==> src/rtl/evt_cmp_pkg.sv <==
package evt_cmp_pkg;

  localparam int CNT_W  = 64;
  localparam int HALF_W = 32;

  // counter has reached comparator: signed difference cnt - cmp >= 0
  function automatic logic reached(input logic [CNT_W-1:0] cnt,
                                   input logic [CNT_W-1:0] cmp,
                                   input logic narrow);
    logic [CNT_W-1:0]  d;
    logic [HALF_W-1:0] d32;
    d   = cnt - cmp;
    d32 = cnt[HALF_W-1:0] - cmp[HALF_W-1:0];
    return narrow ? !d32[HALF_W-1] : !d[CNT_W-1];
  endfunction

  // one period step of the comparator, truncated in narrow mode
  function automatic logic [CNT_W-1:0] advance(input logic [CNT_W-1:0] cmp,
                                               input logic [CNT_W-1:0] per,
                                               input logic narrow);
    logic [HALF_W-1:0] s32;
    s32 = cmp[HALF_W-1:0] + per[HALF_W-1:0];
    return narrow ? {{HALF_W{1'b0}}, s32} : cmp + per;
  endfunction

  // comparator is ahead of the counter only through a low-word wrap
  function automatic logic wrap_first(input logic [CNT_W-1:0] cmp,
                                      input logic [CNT_W-1:0] cnt);
    logic [HALF_W-1:0] d32;
    d32 = cmp[HALF_W-1:0] - cnt[HALF_W-1:0];
    return !d32[HALF_W-1] && (d32 != '0) && (cmp[HALF_W-1:0] < cnt[HALF_W-1:0]);
  endfunction

  // period words never keep their top bit
  function automatic logic [HALF_W-1:0] clip_top(input logic [HALF_W-1:0] v);
    return {1'b0, v[HALF_W-2:0]};
  endfunction

endpackage

==> src/rtl/evt_cmp_regs.sv <==
module evt_cmp_regs
  import evt_cmp_pkg::*;
(
  input  logic              clk,
  input  logic              rst_n,
  input  logic              cfg_we_i,
  input  logic [3:0]        cfg_wdata_i,
  input  logic              cmp_lo_we_i,
  input  logic              cmp_hi_we_i,
  input  logic [HALF_W-1:0] cmp_wdata_i,
  input  logic              adv_en_i,
  input  logic [CNT_W-1:0]  cmp_adv_i,
  output logic              en_q_o,
  output logic              per_q_o,
  output logic              setval_q_o,
  output logic              narrow_q_o,
  output logic              en_d_o,
  output logic              per_d_o,
  output logic              narrow_d_o,
  output logic [CNT_W-1:0]  cmp_q_o,
  output logic [CNT_W-1:0]  cmp_d_o,
  output logic [CNT_W-1:0]  period_q_o
);

  logic             en_q, per_q, setval_q, narrow_q;
  logic             en_d, per_d, setval_d, narrow_d;
  logic [CNT_W-1:0] cmp_q, cmp_d, period_q, period_d;
  logic             cmp_lands;

  assign cmp_lands = !per_q || setval_q;

  always_comb begin
    en_d     = en_q;
    per_d    = per_q;
    setval_d = setval_q;
    narrow_d = narrow_q;
    cmp_d    = cmp_q;
    period_d = period_q;
    if (cfg_we_i) begin
      en_d     = cfg_wdata_i[0];
      per_d    = cfg_wdata_i[1];
      setval_d = cfg_wdata_i[2];
      narrow_d = cfg_wdata_i[3];
      if (cfg_wdata_i[3]) begin
        cmp_d[CNT_W-1:HALF_W]    = '0;
        period_d[CNT_W-1:HALF_W] = '0;
      end
    end
    if (cmp_lo_we_i) begin
      if (cmp_lands) cmp_d[HALF_W-1:0] = cmp_wdata_i;
      if (per_q)
        period_d[HALF_W-1:0] = narrow_q ? clip_top(cmp_wdata_i) : cmp_wdata_i;
      setval_d = 1'b0;
    end
    if (cmp_hi_we_i) begin
      if (cmp_lands) cmp_d[CNT_W-1:HALF_W] = cmp_wdata_i;
      else           period_d[CNT_W-1:HALF_W] = clip_top(cmp_wdata_i);
      setval_d = 1'b0;
    end
    if (!cfg_we_i && !cmp_lo_we_i && !cmp_hi_we_i && adv_en_i)
      cmp_d = cmp_adv_i;
  end

  always_ff @(posedge clk or negedge rst_n) begin
    if (!rst_n) begin
      en_q     <= 1'b0;
      per_q    <= 1'b0;
      setval_q <= 1'b0;
      narrow_q <= 1'b0;
      cmp_q    <= '1;
      period_q <= '0;
    end else begin
      en_q     <= en_d;
      per_q    <= per_d;
      setval_q <= setval_d;
      narrow_q <= narrow_d;
      cmp_q    <= cmp_d;
      period_q <= period_d;
    end
  end

  assign en_q_o     = en_q;
  assign per_q_o    = per_q;
  assign setval_q_o = setval_q;
  assign narrow_q_o = narrow_q;
  assign en_d_o     = en_d;
  assign per_d_o    = per_d;
  assign narrow_d_o = narrow_d;
  assign cmp_q_o    = cmp_q;
  assign cmp_d_o    = cmp_d;
  assign period_q_o = period_q;

  // set-value bit clears after any comparator word write
  a_r6_setval_clears: assert property (@(posedge clk) disable iff (!rst_n)
    (cmp_lo_we_i || cmp_hi_we_i) |=> !setval_q);

  // narrow periodic low write never leaves bit 31 of the period set
  a_r7_period_lo_msb: assert property (@(posedge clk) disable iff (!rst_n)
    (cmp_lo_we_i && per_q && narrow_q && !cfg_we_i) |=> !period_q[HALF_W-1]);

  // high write routed to the period never sets bit 63
  a_r7_period_hi_msb: assert property (@(posedge clk) disable iff (!rst_n)
    (cmp_hi_we_i && per_q && !setval_q) |=> !period_q[CNT_W-1]);

  // entering narrow mode clears the upper words
  a_r8_narrow_trunc: assert property (@(posedge clk) disable iff (!rst_n)
    (cfg_we_i && cfg_wdata_i[3] && !cmp_hi_we_i) |=>
      (cmp_q[CNT_W-1:HALF_W] == '0 && period_q[CNT_W-1:HALF_W] == '0));

  // blocked low write leaves the comparator low word untouched
  a_r5_cmp_gated: assert property (@(posedge clk) disable iff (!rst_n)
    (cmp_lo_we_i && per_q && !setval_q) |=>
      (cmp_q[HALF_W-1:0] == $past(cmp_q[HALF_W-1:0])));

endmodule

==> src/rtl/evt_cmp_match.sv <==
module evt_cmp_match
  import evt_cmp_pkg::*;
(
  input  logic             clk,
  input  logic             rst_n,
  input  logic [CNT_W-1:0] cnt_i,
  input  logic             glb_en_i,
  input  logic             writes_i,
  input  logic             cmp_wr_i,
  input  logic             en_q_i,
  input  logic             en_d_i,
  input  logic             per_q_i,
  input  logic             per_d_i,
  input  logic             narrow_q_i,
  input  logic             narrow_d_i,
  input  logic [CNT_W-1:0] cmp_q_i,
  input  logic [CNT_W-1:0] cmp_d_i,
  input  logic [CNT_W-1:0] period_q_i,
  output logic             adv_en_o,
  output logic [CNT_W-1:0] cmp_adv_o,
  output logic             fire_o
);

  logic armed_q, wrap_q, catch_q, glb_q, fire_q;
  logic hit, per_live, live;
  logic wrap_hit, match_now, adv_evt, arm_evt, drop_evt, fire_d;

  always_comb begin
    hit       = reached(cnt_i, cmp_q_i, narrow_q_i);
    cmp_adv_o = advance(cmp_q_i, period_q_i, narrow_q_i);
    per_live  = per_q_i && (narrow_q_i ? (period_q_i[HALF_W-1:0] != '0)
                                       : (period_q_i != '0));
    live      = armed_q && glb_en_i && !writes_i;
    wrap_hit  = live && wrap_q && (cnt_i[HALF_W-1:0] == '1);
    match_now = live && !wrap_q && hit;
    adv_evt   = match_now && per_live;
    fire_d    = wrap_hit || (match_now && !(adv_evt && catch_q));
    arm_evt   = en_d_i && glb_en_i && (!en_q_i || !glb_q || cmp_wr_i);
    drop_evt  = !en_d_i || !glb_en_i;
  end

  assign adv_en_o = adv_evt;

  always_ff @(posedge clk or negedge rst_n) begin
    if (!rst_n) begin
      armed_q <= 1'b0;
      wrap_q  <= 1'b0;
      catch_q <= 1'b0;
      glb_q   <= 1'b0;
      fire_q  <= 1'b0;
    end else begin
      glb_q  <= glb_en_i;
      fire_q <= fire_d;
      if (drop_evt) begin
        armed_q <= 1'b0;
        wrap_q  <= 1'b0;
        catch_q <= 1'b0;
      end else if (arm_evt) begin
        armed_q <= 1'b1;
        wrap_q  <= narrow_d_i && !per_d_i && wrap_first(cmp_d_i, cnt_i);
        catch_q <= 1'b0;
      end else begin
        if (wrap_hit) wrap_q <= 1'b0;
        if (live && !wrap_q) begin
          if (hit) begin
            if (adv_evt) catch_q <= reached(cnt_i, cmp_adv_o, narrow_q_i);
            else         armed_q <= 1'b0;
          end else begin
            catch_q <= 1'b0;
          end
        end
      end
    end
  end

  assign fire_o = fire_q;

  // a pulse only follows a cycle in which the channel was armed and enabled
  a_r11_fire_needs_arm: assert property (@(posedge clk) disable iff (!rst_n)
    fire_q |-> $past(armed_q && glb_en_i));

  // a one-shot match leaves the channel disarmed
  a_r3_oneshot_disarm: assert property (@(posedge clk) disable iff (!rst_n)
    (match_now && !adv_evt) |=> !armed_q);

  // the wrap fire consumes the wrap flag and pulses
  a_r10_wrap_fire: assert property (@(posedge clk) disable iff (!rst_n)
    wrap_hit |=> (!wrap_q && fire_q));

  // nothing fires while a write is in progress
  a_r12_write_quiet: assert property (@(posedge clk) disable iff (!rst_n)
    writes_i |=> !fire_q);

endmodule

==> src/rtl/evt_cmp_channel.sv <==
module evt_cmp_channel
  import evt_cmp_pkg::*;
#(
  parameter logic [29:0] ROUTE_CAP = 30'h0000_0F00
) (
  input  logic              clk,
  input  logic              rst_n,
  input  logic [CNT_W-1:0]  cnt_i,
  input  logic              glb_en_i,
  input  logic              cfg_we_i,
  input  logic [3:0]        cfg_wdata_i,
  input  logic              cmp_lo_we_i,
  input  logic              cmp_hi_we_i,
  input  logic [HALF_W-1:0] cmp_wdata_i,
  output logic              fire_o,
  output logic [CNT_W-1:0]  cfg_rdata_o,
  output logic [CNT_W-1:0]  cmp_o,
  output logic [CNT_W-1:0]  period_o
);

  logic             en_q, per_q, setval_q, narrow_q;
  logic             en_d, per_d, narrow_d;
  logic [CNT_W-1:0] cmp_q, cmp_d, period_q, cmp_adv;
  logic             adv_en, writes, cmp_wr;

  assign cmp_wr = cmp_lo_we_i || cmp_hi_we_i;
  assign writes = cfg_we_i || cmp_wr;

  evt_cmp_regs u_regs (
    .clk        (clk),
    .rst_n      (rst_n),
    .cfg_we_i   (cfg_we_i),
    .cfg_wdata_i(cfg_wdata_i),
    .cmp_lo_we_i(cmp_lo_we_i),
    .cmp_hi_we_i(cmp_hi_we_i),
    .cmp_wdata_i(cmp_wdata_i),
    .adv_en_i   (adv_en),
    .cmp_adv_i  (cmp_adv),
    .en_q_o     (en_q),
    .per_q_o    (per_q),
    .setval_q_o (setval_q),
    .narrow_q_o (narrow_q),
    .en_d_o     (en_d),
    .per_d_o    (per_d),
    .narrow_d_o (narrow_d),
    .cmp_q_o    (cmp_q),
    .cmp_d_o    (cmp_d),
    .period_q_o (period_q)
  );

  evt_cmp_match u_match (
    .clk        (clk),
    .rst_n      (rst_n),
    .cnt_i      (cnt_i),
    .glb_en_i   (glb_en_i),
    .writes_i   (writes),
    .cmp_wr_i   (cmp_wr),
    .en_q_i     (en_q),
    .en_d_i     (en_d),
    .per_q_i    (per_q),
    .per_d_i    (per_d),
    .narrow_q_i (narrow_q),
    .narrow_d_i (narrow_d),
    .cmp_q_i    (cmp_q),
    .cmp_d_i    (cmp_d),
    .period_q_i (period_q),
    .adv_en_o   (adv_en),
    .cmp_adv_o  (cmp_adv),
    .fire_o     (fire_o)
  );

  assign cfg_rdata_o = {ROUTE_CAP, 1'b1, 1'b1, 28'd0, narrow_q, setval_q, per_q, en_q};
  assign cmp_o       = cmp_q;
  assign period_o    = period_q;

  // capability half of the configuration word is constant after reset
  a_r2_caps_fixed: assert property (@(posedge clk) disable iff (!rst_n)
    cfg_we_i |=> $stable(cfg_rdata_o[CNT_W-1:HALF_W]));

endmodule

==> config.mk <==
export PLATFORM = sky130hd
export DESIGN_NAME = evt_cmp_channel
export DESIGN_NICKNAME = d
export VERILOG_FILES = /design/src/rtl/evt_cmp_pkg.sv /design/src/rtl/evt_cmp_regs.sv /design/src/rtl/evt_cmp_match.sv /design/src/rtl/evt_cmp_channel.sv
export SDC_FILE = /design/constraint.sdc
export NUM_CORES = 1
export LEC_CHECK = 0
export ABC_AREA = 1
export BUFFER_PORTS_ARGS = -buffer_cell sky130_fd_sc_hd__buf_4
export CAP_MARGIN = 30
export CELL_PAD_IN_SITES_DETAIL_PLACEMENT = 0
export CELL_PAD_IN_SITES_GLOBAL_PLACEMENT = 1
export CORE_ASPECT_RATIO = 0.6
export CORE_MARGIN = 2
export CORE_UTILIZATION = 29
export CTS_BUF_LIST = sky130_fd_sc_hd__clkbuf_4
export DETAILED_ROUTE_END_ITERATION = 8
export PLACE_DENSITY_LB_ADDON = 0.1
export RECOVER_POWER = 50
export SYNTH_ARGS = -nofsm -noshare
export SYNTH_HDL_FRONTEND = slang
export SYNTH_SLANG_ARGS = --single-unit
export TNS_END_PERCENT = 50
==> constraint.sdc <==
create_clock -name clk -period 4.63 [get_ports clk]
set_input_delay 0.926 -clock clk [delete_from_list [all_inputs] [get_ports clk]]
set_output_delay 0.926 -clock clk [all_outputs]
set_load 0.01 [all_outputs]
# Yosys cells after proc, flatten, opt, wreduce, memory -nomap -nowiden
# Cells that the tools add are included.
# classes
order_cmp	1
eq_ne	3
mux	35
addsub	7
n_reduce_logical	53
# op_table
cell	n
$mux 32	11
$mux 64	2
$sub 64x64->64	2
$sub 32x32->32	3
$add 64x64->64	1
$reduce_bool 32->1	2
$reduce_bool 64->1	1
$add 32x32->32	1
$eq 32x32->1 const B	1
$lt 32x32->1	1
$mux 1	22
$logic_and 1x1->1	19
$logic_not 1->1	17
$reduce_bool 3->1	4
$logic_or 1x1->1	7
$ne 4x4->1 const B	1
$reduce_and 2->1	2
$ne 3x1->1 const B	1
$reduce_and 3->1	1
# totals
elab_cells	111
register_bits	137
output_inout_bits	193
input_bits	106

# Logic depth before layout (Yosys ltp)
# logic_depth
word_depth	16
depth_mapped	38
mapped_depth_nobuf	37

# By module
# A second synthesis with hierarchy kept.
# unflattened
hier_cells	2782
area_unflattened_um2	17423.0
# by_module_without_submodules
mod	cells_per_inst	instances	area_each_um2
evt_cmp_match	1963	1	10730.3
evt_cmp_regs	749	1	6187.2
evt_cmp_channel	70	1	505.5

# Least setup slack after synthesis
# No wires, ideal clock.
# synth_path
path_type	input-to-reg
startpoint	input port cnt_i[62]
endpoint	register u_match.wrap_q
t_arrival_ns	4.241
required_time_ns	4.514
setup_time_ns	0.116
slack_ns	0.273
path_stages	32
n_path_buf	1
path_cell_list	ha_1 nand2_1 nor2_1 nand2_1 nor3b_2 and3b_1 nand2_1 nand2_1 nand2_1 nand3_2 nand4_4 buf_6 o21ai_1 ha_1 inv_1 fa_1 nand3_1 nand2_1 nand2_1 nand2_1 nand3_1 nand2_1 nand2_1 nand2_1 nand2_1 nand3b_1 nand2_1 nand2_1 nor2_1 nand3_1 nand2_1 nand2_1
# synth_via
elab_chain_cells	14
elab_cells_between_ends	16
# synth_rtl
item	line_no	rtl
start: declaration	evt_cmp_channel.sv:8	input logic [CNT_W-1:0] cnt_i,
$sub 64x64->64 (*)	evt_cmp_pkg.sv:12	d = cnt - cmp;
$logic_not 1->1 (*)	evt_cmp_pkg.sv:14	return narrow ? !d32[HALF_W-1] : !d[CNT_W-1];
$mux 1 (*)	evt_cmp_pkg.sv:14	
$logic_and 1x1->1 (*)	evt_cmp_match.sv:35	match_now = live && !wrap_q && hit;
$logic_and 1x1->1 (*)	evt_cmp_match.sv:36	adv_evt = match_now && per_live;
$logic_and 1x1->1 (*)	evt_cmp_regs.sv:60	if (!cfg_we_i && !cmp_lo_we_i && !cmp_hi_we_i && adv_en_i)
$mux 64 (*)	evt_cmp_regs.sv:60	
$sub 32x32->32	evt_cmp_pkg.sv:30	d32 = cmp[HALF_W-1:0] - cnt[HALF_W-1:0];
$reduce_bool 32->1 or $logic_not 1->1 (tied branches)	evt_cmp_pkg.sv:31	return !d32[HALF_W-1] && (d32 != '0) && (cmp[HALF_W-1:0] < cnt[HALF_W-1:0]);
$logic_and 1x1->1	evt_cmp_pkg.sv:31	
$logic_and 1x1->1 (*)	evt_cmp_pkg.sv:31	
$logic_and 1x1->1 (*)	evt_cmp_match.sv:60	wrap_q <= narrow_d_i && !per_d_i && wrap_first(cmp_d_i, cnt_i);
$mux 1 (*)	evt_cmp_match.sv:58	end else if (arm_evt) begin
$mux 1 (*)	evt_cmp_match.sv:54	if (drop_evt) begin
end signal: assignment	evt_cmp_match.sv:60	
end: declaration	evt_cmp_match.sv:24	logic armed_q, wrap_q, catch_q, glb_q, fire_q;
# Every way passes the cells marked *; elsewhere a longest branch is shown, timed or not.
# A chain may end at the register's enable or synchronous reset.

# Worst setup path after layout
# layout_path
startpoint	register u_regs.cmp_q[31] (netlist: u_regs.cmp_q_o[31])
endpoint	register u_match.catch_q
# layout_via
elab_chain_cells	10
elab_cells_between_ends	22
# layout_rtl
item	line_no	rtl
start: declaration	evt_cmp_regs.sv:27	logic [CNT_W-1:0] cmp_q, cmp_d, period_q, period_d;
start signal: assignment	evt_cmp_regs.sv:77	cmp_q <= cmp_d;
$add 64x64->64 or $add 32x32->32 (tied branches)	evt_cmp_pkg.sv:23, evt_cmp_pkg.sv:22	
$mux 64	evt_cmp_pkg.sv:23	return narrow ? {{HALF_W{1'b0}}, s32} : cmp + per;
$sub 64x64->64 or $sub 32x32->32 (tied branches)	evt_cmp_pkg.sv:12, evt_cmp_pkg.sv:13	
$logic_not 1->1	evt_cmp_pkg.sv:14	
$mux 1	evt_cmp_pkg.sv:14	
$mux 1	evt_cmp_match.sv:66	if (adv_evt) catch_q <= reached(cnt_i, cmp_adv_o, narrow_q_i);
$mux 1	evt_cmp_match.sv:65	if (hit) begin
$mux 1	evt_cmp_match.sv:64	if (live && !wrap_q) begin
$mux 1	evt_cmp_match.sv:58	
$mux 1	evt_cmp_match.sv:54	
end signal: assignment	evt_cmp_match.sv:66	
end: declaration	evt_cmp_match.sv:24	
# Parallel ways exist; a longest one is shown, timed or not. The select of a mux whose other input is x is not followed.

==> results.rst <==
.. list-table::
   :header-rows: 1

   * - Metric
     - Value
   * - Met2 layer usage reported by global route
     - 36.50%
   * - Synthesized flop and latch total
     - 137
   * - Slew HR
     - -154.3%
   * - M1 GR Usage
     - 46.00%
   * - Net Sw Power
     - 0.004370 W
   * - Post-DRT Antenna Nets
     - 0
   * - Leakage power
     - 13.65 nW
   * - Slew of the pin with the lowest slew margin
     - 3.815 ns
   * - Avg Synthesized Cell Area
     - 6.237 sq um
   * - Pins Over Slew Limit
     - 196
   * - Placement Setup Slack
     - -2.136 ns
   * - Number of flops mapped to enable cells by yosys
     - 0
   * - Final net count
     - 3,902
   * - Number of hold-slack violations in the final timing report
     - 0
   * - CTS buffer count
     - 17
   * - Mapped Cells
     - 2,705
   * - Floorplan die width
     - 315.4 um
   * - Global-route wire length before repair
     - 124,300 um
   * - Final min period
     - 4.964 ns
   * - Violations in the final reports
     - max-capacitance violations, max-slew violations, negative setup slack
   * - Area growth from synthesis to layout
     - 50.69%
   * - WP buf/inv
     - 5
   * - Pwr dens
     - 352.4 mW/mm^2
   * - Final wirelength
     - 87,130 um
   * - Initial DRT Pass Iterations
     - 6
   * - Iter 0 DRT Violations
     - 2,099
   * - Logic gate share of total power
     - 72.3%
   * - Die Ht
     - 190.8 um
   * - Unrepaired setup endpoints after global routing
     - true
   * - Synth Flop Type
     - sky130_fd_sc_hd__dfrtp_1
   * - Internal portion of total power
     - 0.004590 W
   * - Fmax achieved
     - 201.4 MHz
   * - Finished Layout Cells
     - 4,361
   * - Number of clock sinks
     - 137
   * - GR met3 Demand/Resource
     - 6.307%
   * - GRT Residual Overflow
     - 0
   * - GRT Resource Usage Total
     - 28.10%
   * - Data arrival time of the worst path
     - 5.54 ns
   * - Maximum buffer depth of the clock tree
     - 2
   * - # port buffers
     - 238
   * - Vias/cell
     - 4.814
   * - Routed wirelength normalized by instance count
     - 19.98 um
   * - Final clock period utilization by the worst path
     - 107.2%
   * - Clock transition at the registers of the reported paths
     - 0.16 ns
   * - Largest driver fanout on the critical path
     - 4
   * - Worst setup EP type
     - register
   * - Pin count of the biggest net entering global routing
     - 74
   * - Startpoint type of the worst setup path
     - register
   * - Asr flop ratio synth
     - 100.0%
   * - Latest clock arrival within the worst-skew pair
     - 0.69 ns
   * - Peak supply drop
     - 0.1571 mV
   * - # Max-Cap Violations
     - 3
   * - Gp weighted congestion
     - 0.9700
   * - Critical path's top delay family
     - simple AND/OR/NAND/NOR gates
   * - Via count
     - 20,992
   * - Type of the worst setup path
     - register to register
   * - Number of warnings issued by yosys
     - 0
   * - DP HPWL
     - 74,610 um
   * - Floorplan die area
     - 0.06018 sq mm
   * - Relative contribution of sequential cells to total power
     - 17.5%
   * - Net Sw Frac
     - 48.77%
   * - Layer with the highest usage
     - met1
   * - Placed cells
     - 4,309
   * - Number of H-tree levels
     - 4
   * - DRC errors left
     - 0
   * - CTS tree
     - yes
   * - Run status
     - complete, but fails checks
   * - Proportion of power drawn by the clock network
     - 10.1%
   * - Fraction of layout instances using a drive strength above 1
     - 33.03%
   * - Vias in the first global route
     - 19,427
   * - Number of top-level design ports
     - 299
   * - Placement Rows
     - 68
   * - Biggest cell delay along the critical path
     - 0.56 ns
   * - Antenna violations before repair
     - 3
   * - Layout Skew
     - 0.03050 ns
   * - Starting density of the core
     - 29.33%
   * - Placeable core area
     - 0.05752 sq mm
   * - WP data required
     - 5.20 ns
   * - Clock tree root driver cell
     - sky130_fd_sc_hd__clkbuf_4
   * - Sequential share of the synthesized area
     - 20.80%
   * - Total of endpoints with negative setup slack in the final report
     - 2
   * - Slowest-stage cell, CP
     - sky130_fd_sc_hd__dfstp_2
   * - Fin worst setup slack
     - -0.3341 ns
   * - Min-Delay Path Class
     - input port to register
   * - Synthesized cell area
     - 0.01687 sq mm
   * - Number of library cell types mapped by synthesis
     - 43
   * - Fraction of the core area covered by cells at the end of the flow
     - 44.20%
   * - Most repeated library cell on the critical path
     - sky130_fd_sc_hd__nand2_1
-- final cells by class --
| class | instances | area, sq um |
|---|---|---|
| diodes | 3 | 7.507 |
| clock buffers | 19 | 142.6 |
| clock inverters | 13 | 131.4 |
| fillers | 6184 | 32090 |
| inverters | 395 | 1483 |
| multi-input cells | 2117 | 12200 |
| flip-flops and latches | 137 | 3508 |
| well taps | 770 | 963.4 |
| repair buffers | 907 | 6992 |
-- worst paths after layout --
check                                         from                    end  slack, ns  cells after the start
worst max register to register  u_regs.cmp_q_o[31]        u_match.catch_q      -0.33                     26
min in group asynchronous                    rst_n  u_regs.period_q_o[11]       1.63                      1
worst min register to register     u_match.catch_q        u_match.catch_q       0.53                      2
worst min-delay path                      glb_en_i          u_match.glb_q       0.39                      1
max in group asynchronous                    rst_n  u_regs.period_q_o[57]       0.27                      2
worst max-delay path            u_regs.cmp_q_o[31]        u_match.catch_q      -0.33                     26
-- timing repair --
action	in CTS	in global routing
hold buffers	0	0
gates resized for setup	58	189
setup buffers	6	10
pin swaps	15	74
gates cloned	0	3
setup endpoints to repair	2	2
-- cells in the mapped netlist, types with 37 or more instances --
cell,number,area (sq um)
sky130_fd_sc_hd__inv_1,394,1479
sky130_fd_sc_hd__nand2_1,718,2695
sky130_fd_sc_hd__nand4_1,44,275.3
sky130_fd_sc_hd__ha_1,219,2740
sky130_fd_sc_hd__o21ai_0,224,1121
sky130_fd_sc_hd__nor2_1,288,1081
sky130_fd_sc_hd__buf_4,64,480.5
sky130_fd_sc_hd__a21oi_1,194,970.9
sky130_fd_sc_hd__clkbuf_1,37,138.9
sky130_fd_sc_hd__dfrtp_1,73,1827
sky130_fd_sc_hd__dfstp_2,64,1682
sky130_fd_sc_hd__nand3_1,177,885.9
-- cell usage in the layout, fill, tap and decap left out, drive strengths merged, types with 28 or more instances in the layout --
master,instances
a21oi,195
buf,897
clkbuf,28
conb,60
dfrtp,73
dfstp,64
ha,219
inv,395
nand2,718
nand3,178
nand4,45
nor2,288
o21ai,255
xnor2,28
-- cells by family (layout without fill, tap and decap cells) --
kind of cell             count (synthesis)  after routing  synth area share (%)
AO/OA/AOI/OAI                          509            509                 16.09
XOR/XNOR                                40             40                 2.077
adder cells (fa/ha/maj)                221            221                 16.48
buffers and inverters                  509           1334                 12.96
flip-flops                             137            137                 20.79
other                                    2             63               0.04451
AND/OR/NAND/NOR                       1287           1287                 31.56
-- power groups by stage --
stage	Clock (W)	Combinational [W]	Sequential, W
4_1_cts	0.000934	0.00615	0.00157
5_1_grt	0.000984	0.00707	0.00160
3_5_place_dp	0	0.00606	0.00159
2_1_floorplan	0	0.00274	0.00171
6_report	0.000907	0.00648	0.00157
3_3_place_gp	0	0.00601	0.00159
-- registers in the layout, summed over array words and instances (netlist names) --
signal,cells
u_regs.period_q_o,64
u_regs.narrow_q_o,1
u_regs.per_q_o,1
u_match.catch_q,1
u_match.wrap_q,1
u_match.fire_o,1
u_regs.cmp_q_o,64
u_match.glb_q,1
u_regs.en_q_o,1
u_regs.setval_q_o,1
u_match.armed_q,1
-- layer usage --
metal,part of all wire (%),vias to the layer above
met5,0,-
met4,1.0,0
met3,7.6,40
met2,37,689
met1,54,9811
li1,-,10452
-- per-stage QoR --
step	total power [W]	hold slack, ns	setup TNS (ns)	area (sq um)
2_1_floorplan	0.004449	0.4749	0	17090
3_3_place_gp	0.007604	0.5044	-2.911	24090
3_5_place_dp	0.007648	0.5032	-2.653	24130
4_1_cts	0.008655	0.2277	-0.6160	24650
5_1_grt	0.009653	0.3412	-17.77	25420
6_report	0.008960	0.3948	-0.6038	25420
No activity file was read; power rests on OpenSTA's default activity.
